## src/rtl/vbr_iowin_pkg.sv

```systemverilog
package vbr_iowin_pkg;
  localparam int ADDR_W  = 16;
  localparam int NIB_W   = 4;
  localparam int CFG_W   = 16;
  localparam int LANES   = CFG_W / 8;
  localparam int NUM_EV  = 3;
  localparam int EV_LSB  = 13;   // status bits EV_LSB .. EV_LSB+NUM_EV-1
  localparam int PAGE_LSB = ADDR_W - NIB_W;

  // event vector order: [2] poisoned TLP -> bit 15, [1] error msg -> bit 14,
  // [0] own UR completion -> bit 13
  typedef struct packed {
    logic poison;
    logic err_msg;
    logic ur_self;
  } sts_ev_t;
endpackage

```

## src/rtl/vbr_win_regs.sv

```systemverilog
module vbr_win_regs
  import vbr_iowin_pkg::*;
(
  input  logic              clk,
  input  logic              rst_n,
  input  logic              wr_en,
  input  logic [LANES-1:0]  be,
  input  logic [CFG_W-1:0]  wdata,
  output logic [NIB_W-1:0]  base_nib,
  output logic [NIB_W-1:0]  limit_nib
);
  localparam int NIB_OFS = 8 - NIB_W;

  logic [NIB_W-1:0] nib_q [LANES];

  for (genvar g = 0; g < LANES; g++) begin : g_lane
    always_ff @(posedge clk) begin
      if (!rst_n) nib_q[g] <= '0;
      else if (wr_en && be[g]) nib_q[g] <= wdata[g*8+NIB_OFS +: NIB_W];
    end

    AST_NIB_WRITE: assert property (@(posedge clk) disable iff (!rst_n)
      (wr_en && be[g]) |=> nib_q[g] == $past(wdata[g*8+NIB_OFS +: NIB_W]));
    AST_NIB_KEEP: assert property (@(posedge clk) disable iff (!rst_n)
      !(wr_en && be[g]) |=> $stable(nib_q[g]));
  end

  assign base_nib  = nib_q[0];
  assign limit_nib = nib_q[1];
endmodule

```

## src/rtl/vbr_win_decode.sv

```systemverilog
module vbr_win_decode
  import vbr_iowin_pkg::*;
(
  input  logic              clk,
  input  logic              rst_n,
  input  logic [NIB_W-1:0]  base_nib,
  input  logic [NIB_W-1:0]  limit_nib,
  input  logic              req_valid,
  output logic              req_ready,
  input  logic [ADDR_W-1:0] req_addr,
  output logic              rsp_valid,
  input  logic              rsp_ready,
  output logic              rsp_fwd
);
  logic [NIB_W-1:0] page;
  logic             hit, accept, vld_q, fwd_q;

  assign page   = req_addr[PAGE_LSB +: NIB_W];
  // low bits implied 000h at base and FFFh at limit: page compare is exact
  assign hit    = (page >= base_nib) && (page <= limit_nib);
  assign req_ready = !vld_q || rsp_ready;
  assign accept = req_valid && req_ready;

  always_ff @(posedge clk) begin
    if (!rst_n) begin
      vld_q <= 1'b0;
      fwd_q <= 1'b0;
    end else if (accept) begin
      vld_q <= 1'b1;
      fwd_q <= hit;
    end else if (rsp_ready) begin
      vld_q <= 1'b0;
    end
  end

  assign rsp_valid = vld_q;
  assign rsp_fwd   = fwd_q;

  AST_RSP_DUE: assert property (@(posedge clk) disable iff (!rst_n)
    accept |=> rsp_valid);
  AST_RSP_HOLD: assert property (@(posedge clk) disable iff (!rst_n)
    (rsp_valid && !rsp_ready) |=> (rsp_valid && $stable(rsp_fwd)));
  AST_EMPTY_WINDOW: assert property (@(posedge clk) disable iff (!rst_n)
    (accept && (base_nib > limit_nib)) |=> !rsp_fwd);
endmodule

```

## src/rtl/vbr_sec_status.sv

```systemverilog
module vbr_sec_status
  import vbr_iowin_pkg::*;
(
  input  logic              clk,
  input  logic              rst_n,
  input  logic              wr_en,
  input  logic [LANES-1:0]  be,
  input  logic [CFG_W-1:0]  wdata,
  input  sts_ev_t           ev,
  output logic [CFG_W-1:0]  sts
);
  logic [NUM_EV-1:0] ev_v, bits_q, clr;

  assign ev_v = ev;

  for (genvar i = 0; i < NUM_EV; i++) begin : g_flag
    localparam int POS = EV_LSB + i;
    assign clr[i] = wr_en && be[POS/8] && wdata[POS];

    always_ff @(posedge clk) begin
      if (!rst_n) bits_q[i] <= 1'b0;
      else        bits_q[i] <= ev_v[i] | (bits_q[i] & ~clr[i]);
    end

    AST_EV_SETS: assert property (@(posedge clk) disable iff (!rst_n)
      ev_v[i] |=> sts[POS]);
    AST_W1C_CLEARS: assert property (@(posedge clk) disable iff (!rst_n)
      (clr[i] && !ev_v[i]) |=> !sts[POS]);
    AST_FLAG_KEEP: assert property (@(posedge clk) disable iff (!rst_n)
      (!clr[i] && !ev_v[i]) |=> $stable(sts[POS]));
  end

  assign sts = CFG_W'(bits_q) << EV_LSB;
endmodule

```

## src/rtl/vbr_iowin_status.sv

```systemverilog
module vbr_iowin_status
  import vbr_iowin_pkg::*;
(
  input  logic              clk,
  input  logic              rst_n,
  input  logic              cfg_wr,
  input  logic              cfg_sel,
  input  logic [1:0]        cfg_be,
  input  logic [15:0]       cfg_wdata,
  output logic [15:0]       cfg_rdata,
  input  logic              io_req_valid,
  output logic              io_req_ready,
  input  logic [15:0]       io_req_addr,
  output logic              io_rsp_valid,
  input  logic              io_rsp_ready,
  output logic              io_rsp_fwd,
  input  logic              ev_poisoned_tlp,
  input  logic              ev_err_msg,
  input  logic              ev_ur_cpl_self
);
  localparam int PAD_W = 8 - NIB_W;

  logic [NIB_W-1:0] base_nib, limit_nib;
  logic [CFG_W-1:0] sts_word, win_word;
  sts_ev_t          ev;

  assign ev = '{poison: ev_poisoned_tlp, err_msg: ev_err_msg, ur_self: ev_ur_cpl_self};

  vbr_win_regs u_regs (
    .clk(clk), .rst_n(rst_n), .wr_en(cfg_wr && !cfg_sel), .be(cfg_be),
    .wdata(cfg_wdata), .base_nib(base_nib), .limit_nib(limit_nib));

  vbr_win_decode u_dec (
    .clk(clk), .rst_n(rst_n), .base_nib(base_nib), .limit_nib(limit_nib),
    .req_valid(io_req_valid), .req_ready(io_req_ready), .req_addr(io_req_addr),
    .rsp_valid(io_rsp_valid), .rsp_ready(io_rsp_ready), .rsp_fwd(io_rsp_fwd));

  vbr_sec_status u_sts (
    .clk(clk), .rst_n(rst_n), .wr_en(cfg_wr && cfg_sel), .be(cfg_be),
    .wdata(cfg_wdata), .ev(ev), .sts(sts_word));

  assign win_word  = {limit_nib, PAD_W'(0), base_nib, PAD_W'(0)};
  assign cfg_rdata = cfg_sel ? sts_word : win_word;

  AST_STALL_BLOCKS: assert property (@(posedge clk) disable iff (!rst_n)
    (io_rsp_valid && !io_rsp_ready) |-> !io_req_ready);
  AST_RSV_STS_ZERO: assert property (@(posedge clk) disable iff (!rst_n)
    cfg_sel |-> (cfg_rdata[EV_LSB-1:0] == '0));
endmodule

```

## config.mk

```make
export PLATFORM = sky130hd
export DESIGN_NAME = vbr_iowin_status
export DESIGN_NICKNAME = d
export VERILOG_FILES = /design/src/rtl/vbr_iowin_pkg.sv /design/src/rtl/vbr_win_regs.sv /design/src/rtl/vbr_win_decode.sv /design/src/rtl/vbr_sec_status.sv /design/src/rtl/vbr_iowin_status.sv
export SDC_FILE = /design/constraint.sdc
export NUM_CORES = 1
export LEC_CHECK = 0
export ABC_AREA = 0
export ABC_CLOCK_PERIOD_IN_PS = 1800
export BUFFER_PORTS_ARGS = -buffer_cell sky130_fd_sc_hd__buf_2
export CAP_MARGIN = 5
export CORE_ASPECT_RATIO = 0.7
export CORE_MARGIN = 2
export CORE_UTILIZATION = 39
export CTS_CLUSTER_DIAMETER = 200
export CTS_CLUSTER_SIZE = 12
export DETAILED_ROUTE_END_ITERATION = 8
export PLACE_DENSITY = 0.78
export SLEW_MARGIN = 20
export SYNTH_ARGS = -nofsm -noshare
export SYNTH_HDL_FRONTEND = slang
export SYNTH_SLANG_ARGS = --single-unit
```

## constraint.sdc

```tcl
create_clock -name clk -period 1.8 [get_ports clk]
set_input_delay 0.09 -clock clk [delete_from_list [all_inputs] [get_ports clk]]
set_output_delay 0.09 -clock clk [all_outputs]
set_load 0.005 [all_outputs]
```

---- Word-level counts from Yosys, hierarchy flattened ----
Memory sizes are Yosys's and may differ from the RTL's.
Index checks and enable logic that the tools add are counted.
word-level totals
  register bits after elaboration ......... 5
  RAM bits ................................ 8
  input bits .............................. 43
  output and inout port bits .............. 19
  memories ................................ 1
operators by class
  order comparisons ....................... 2
  multiplexer cells ....................... 12
  bitwise gates (word level) .............. 11
  reduce and logical (&&, ||, !) cells .... 14
memory list
  name          words  bits a word  rd ports  clocked after memory_dff  wr ports  RTL line            RTL
  u_regs.nib_q  2      4            2         0                         2         vbr_win_regs.sv:14  logic [NIB_W-1:0] nib_q [LANES];
operators with widths
  kind               count
  $mux 16            1
  $logic_and 1x1->1  10
  $mux 1             9
  $mux 4             2
  $or 1x1->1         5
  $ge 4x4->1         1
  $le 4x4->1         1
  $and 1x1->1        3
  $not 1->1          3
  $logic_not 1->1    2
  $reduce_bool 2->1  1
  $logic_or 1x1->1   1

---- Logic depth before layout (Yosys ltp) ----
  depth after elaboration ................. 7
  depth in mapped cells ................... 6

---- By module ----
From an unflattened synthesis, not the netlist that was laid out.
second synthesis, totals
  cell total of the unflattened synthesis .. 98
  area total of the unflattened synthesis .. 1028.5 um2
by module, submodules not included
  module            times used  cells each  area an instance (um2)  seq. area each (um2)
  vbr_win_regs      1           18          330.3                   240.2
  vbr_win_decode    1           33          277.8                   40.0
  vbr_sec_status    1           27          215.2                   60.1
  vbr_iowin_status  1           20          205.2                   0.0

---- Least setup slack after synthesis ----
Ideal clock, no wire load.
  kind .................................... reg2reg
  from .................................... memory u_regs.nib_q[0][2]
  to ...................................... register u_dec.fwd_q (netlist: u_dec.rsp_fwd)
  setup time .............................. 129 ps
  arrival time ............................ 1183 ps
  required time ........................... 1671 ps
  setup slack ............................. 487 ps
  cell stages (with the launch flop) ...... 7
  buffers on the path ..................... 0
  cell sequence ........................... edfxtp_1 > inv_1 > ha_1 > nand2_1 > a21oi_2 > a2111oi_1 > o41ai_1
RTL lines
  item                    RTL line              RTL
  start: declaration      vbr_win_regs.sv:14
  end signal: assignment  vbr_win_decode.sv:30  fwd_q <= hit;
  end: declaration        vbr_win_decode.sv:16  logic hit, accept, vld_q, fwd_q;

==> out/metrics.json <==
{
  "nNetsFinal": {"value": 177},
  "max-cap-violations": {"value": 0},
  "antenna_cells": {"value": 0},
  "timing.rr.end": {"value": "u_dec.rsp_fwd"},
  "via_count": {"value": 718},
  "hp-class": {"value": "in2reg"},
  "critical_path_cell_count": {"value": 5},
  "design_power_total": {"value": 655, "unit": "uW"},
  "endpoint": {"value": "u_dec.rsp_fwd"},
  "run_status": {"value": "finished clean"},
  "worst-setup-path-type": {"value": "reg2reg"},
  "first_drt_pass_iteration_count": {"value": 4},
  "area_growth": {"value": 21.3, "unit": "%"},
  "clk_pin_slew": {"value": 80, "unit": "ps"},
  "place_congestion": {"value": 0.776},
  "total_routed_length": {"value": 1.60, "unit": "mm"},
  "die_y": {"value": 42.6, "unit": "um"},
  "path_buf_inv": {"value": 1},
  "grt_pass1_vias": {"value": 654},
  "ioPinCount": {"value": 62},
  "cpMaxStageDelayCell": {"value": "edfxtp_1"},
  "cts_num_sinks": {"value": 13},
  "rrSetupSlack": {"value": 380, "unit": "ps"},
  "postCtsSetupRepairBufs": {"value": 0},
  "setup_viol": {"value": 0},
  "worstReg2RegStart": {"value": "u_regs.nib_q[0][0]"},
  "post-dp-hpwl": {"value": 1.38, "unit": "mm"},
  "route.detailed.drc": {"value": 0},
  "synth.cell_area": {"value": 828, "unit": "sq um"},
  "total_leakage_power": {"value": 0.519, "unit": "nW"},
  "max_clock_freq": {"value": 0.704, "unit": "GHz"},
  "placement.io_buffers": {"value": 33},
  "irDropWorstVdd": {"value": 0.442, "unit": "mV"},
  "pin_count_of_the_biggest_net_entering_global_routing": {"value": 14},
  "worstSetupStartpointType": {"value": "flop"},
  "critical_path.max_stage_delay": {"value": 420, "unit": "ps"},
  "power.density": {"value": 652, "unit": "nW/um^2"},
  "cts.htree.levels": {"value": 1},
  "synth_ff_type": {"value": "edfxtp_1"},
  "fin_setup_tns": {"value": 0, "unit": "ps"},
  "ys.warnings.count": {"value": 0},
  "drt-initial-drc-count": {"value": 13},
  "post_synth_main_area_contributors": {"value": "edfxtp_1 29%, dfxtp_1 12%, ha_1 12%"},
  "clock_tree.root_cell": {"value": "clkbuf_4"},
  "number_of_storage_elements_in_the_synthesis_netlist": {"value": 13},
  "core_region_area": {"value": 1940, "unit": "sq um"},
  "number_of_synthesized_flops_with_an_enable_pin": {"value": 8},
  "crit_path_max_fanout": {"value": 2},
  "cts-resized-gates": {"value": 0},
  "synthTopCellsByCount": {"value": "12 x nand2_1, 9 x inv_1"},
  "cell_count_after_synthesis": {"value": 91},
  "crit_arrival": {"value": 1570, "unit": "ps"},
  "netlist.top_cell.by_area": {"value": "edfxtp_1"},
  "holdBufCountCts": {"value": 0},
  "sequential_to_total_area_share_from_yosys_stat": {"value": 41.1, "unit": "%"},
  "floorplan.rows": {"value": 13},
  "path_delay_family": {"value": "compound AO/OA/AOI/OAI gates"},
  "clk-insertion-delay-late": {"value": 260, "unit": "ps"},
  "critical_path_required": {"value": 1950, "unit": "ps"},
  "timing.final.crit_share": {"value": 78.9, "unit": "%"},
  "r2r_cells": {"value": 5},
  "fraction_of_post_synthesis_cell_area_in_the_top_cell_type_by_area": {"value": 29.0, "unit": "%"},
  "grt_antenna_before_repair": {"value": 0},
  "die_area": {"value": 2510, "unit": "sq um"},
  "first_pass_grt_wire_length": {"value": 2.61, "unit": "mm"},
  "report.final.hold_viol_count": {"value": 0},
  "initial_core_util": {"value": 42.8, "unit": "%"},
  "yosys.cell_count.top_type": {"value": "nand2_1"},
  "tritoncts.num_buffers": {"value": 3},
  "grt_setup_unrepaired": {"value": "no"},
  "worstPathCellList": {"value": "ha_1 > inv_1 > a21oi_2 > a2111oi_1 > o41ai_1"},
  "drive_above_1_share": {"value": 30.4, "unit": "%"},
  "tritoncts_clock_tree": {"value": "built"},
  "timing.critical_path.from": {"value": "u_regs.nib_q[0][0]"},
  "finClkSkew": {"value": 0.104, "unit": "ps"},
  "slew_violations": {"value": 0},
  "avgRoutedWirePerCell": {"value": 10.9, "unit": "um"},
  "cts.path.max_buffers": {"value": 2},
  "post_synth_num_cell_types": {"value": 23},
  "post_synth.cell_area_avg": {"value": 9.10, "unit": "sq um"},
  "critPathCaptureType": {"value": "flop"},
  "shortest_period_the_worst_path_allows": {"value": 1420, "unit": "ps"},
  "whs": {"value": 53.8, "unit": "ps"},
  "fp.dieW": {"value": 59.1, "unit": "um"},
  "grt.total_usage": {"value": 13.5, "unit": "%"},
  "detail-route-antenna-nets": {"value": 0},
  "viasPerCell": {"value": 4.88},
  "globalRoute.totalOverflow": {"value": 0},
  "async_sr_flop_fraction": {"value": 0, "unit": "%"}
}
## layer usage
layer | share of wire [%] | up-vias | track usage, %
met5 | 0 | - | 0
met4 | 0.75 | 0 | 3.18
met3 | 9.2 | 2 | 4.32
met2 | 50 | 35 | 24.2
met1 | 40 | 324 | 15.5
li1 | - | 357 | -
## worst reg2reg max path: stages (launching register included)
cell	delay, ps
edfxtp_1	420
ha_1	280
inv_1	60
a21oi_2	50
a2111oi_1	360
o41ai_1	130
## cell type report
cell class | count | area, sq um
Clock buffer | 4 | 26.3
Fill cell | 188 | 931
Sequential cell | 13 | 340
Multi-Input combinational cell | 66 | 412
Tap cell | 22 | 27.5
Timing Repair Buffer | 33 | 165
Inverter | 9 | 33.8
## cell usage in the layout (no fill, tap or decap), types with 4 or more instances in the layout
| master | instances |
|---|---|
| inv_1 | 9 |
| edfxtp_1 | 8 |
| buf_2 | 33 |
| and2_1 | 8 |
| dfxtp_1 | 5 |
| nor2b_1 | 7 |
| a21oi_1 | 5 |
| ha_1 | 8 |
| o21ai_0 | 4 |
| nand2_1 | 12 |
| conb_1 | 8 |
## metrics by stage
stage	utilization (%)	cells	worst slack (ps)	instance area, sq um
6_report	51.9	147	379	1000
5_1_grt	51.9	147	262	1000
4_1_cts	51.9	147	368	1000
3_5_place_dp	50.5	143	378	978
3_3_place_gp	50.5	143	425	978
2_1_floorplan	-	98	487	855
## report_power, final
group | internal [mW] | switching (mW) | total [mW] | leakage [nW]
Sequential | 0.337 | 0.00834 | 0.346 | 0.120
Clock | 0.0855 | 0.0868 | 0.172 | 0.0150
Combinational | 0.0648 | 0.0723 | 0.137 | 0.383
Total | 0.488 | 0.167 | 0.655 | 0.519
## how the worst min path moves through the flow
stage / slack, ps / to / startpoint / cells past startpoint
floorplan: 210 / cfg_rdata[12] / cfg_sel / 1
global placement: 320 / u_sts.sts[13] / ev_ur_cpl_self / 3
detailed placement: 320 / u_sts.sts[13] / ev_ur_cpl_self / 3
CTS: 50 / u_sts.sts[13] / ev_ur_cpl_self / 3
global route: 50 / u_sts.sts[14] / ev_err_msg / 3
finish: 50 / u_sts.sts[15] / ev_poisoned_tlp / 3
## kinds of logic after synthesis
logic type | synth area share [%]
other | 0.453
flip-flops | 41.1
adder cells (fa/ha/maj) | 12.1
buffers and inverters | 12.4
AND/OR/NAND/NOR | 22.8
AO/OA/AOI/OAI | 11.2
## state kept, by name, summed over array words and instances, names as in the netlist
register and flops:
u_regs.nib_q 8, u_sts.sts 3, u_dec.rsp_fwd 1, u_dec.rsp_valid 1
(Power assumes the default switching activity.)
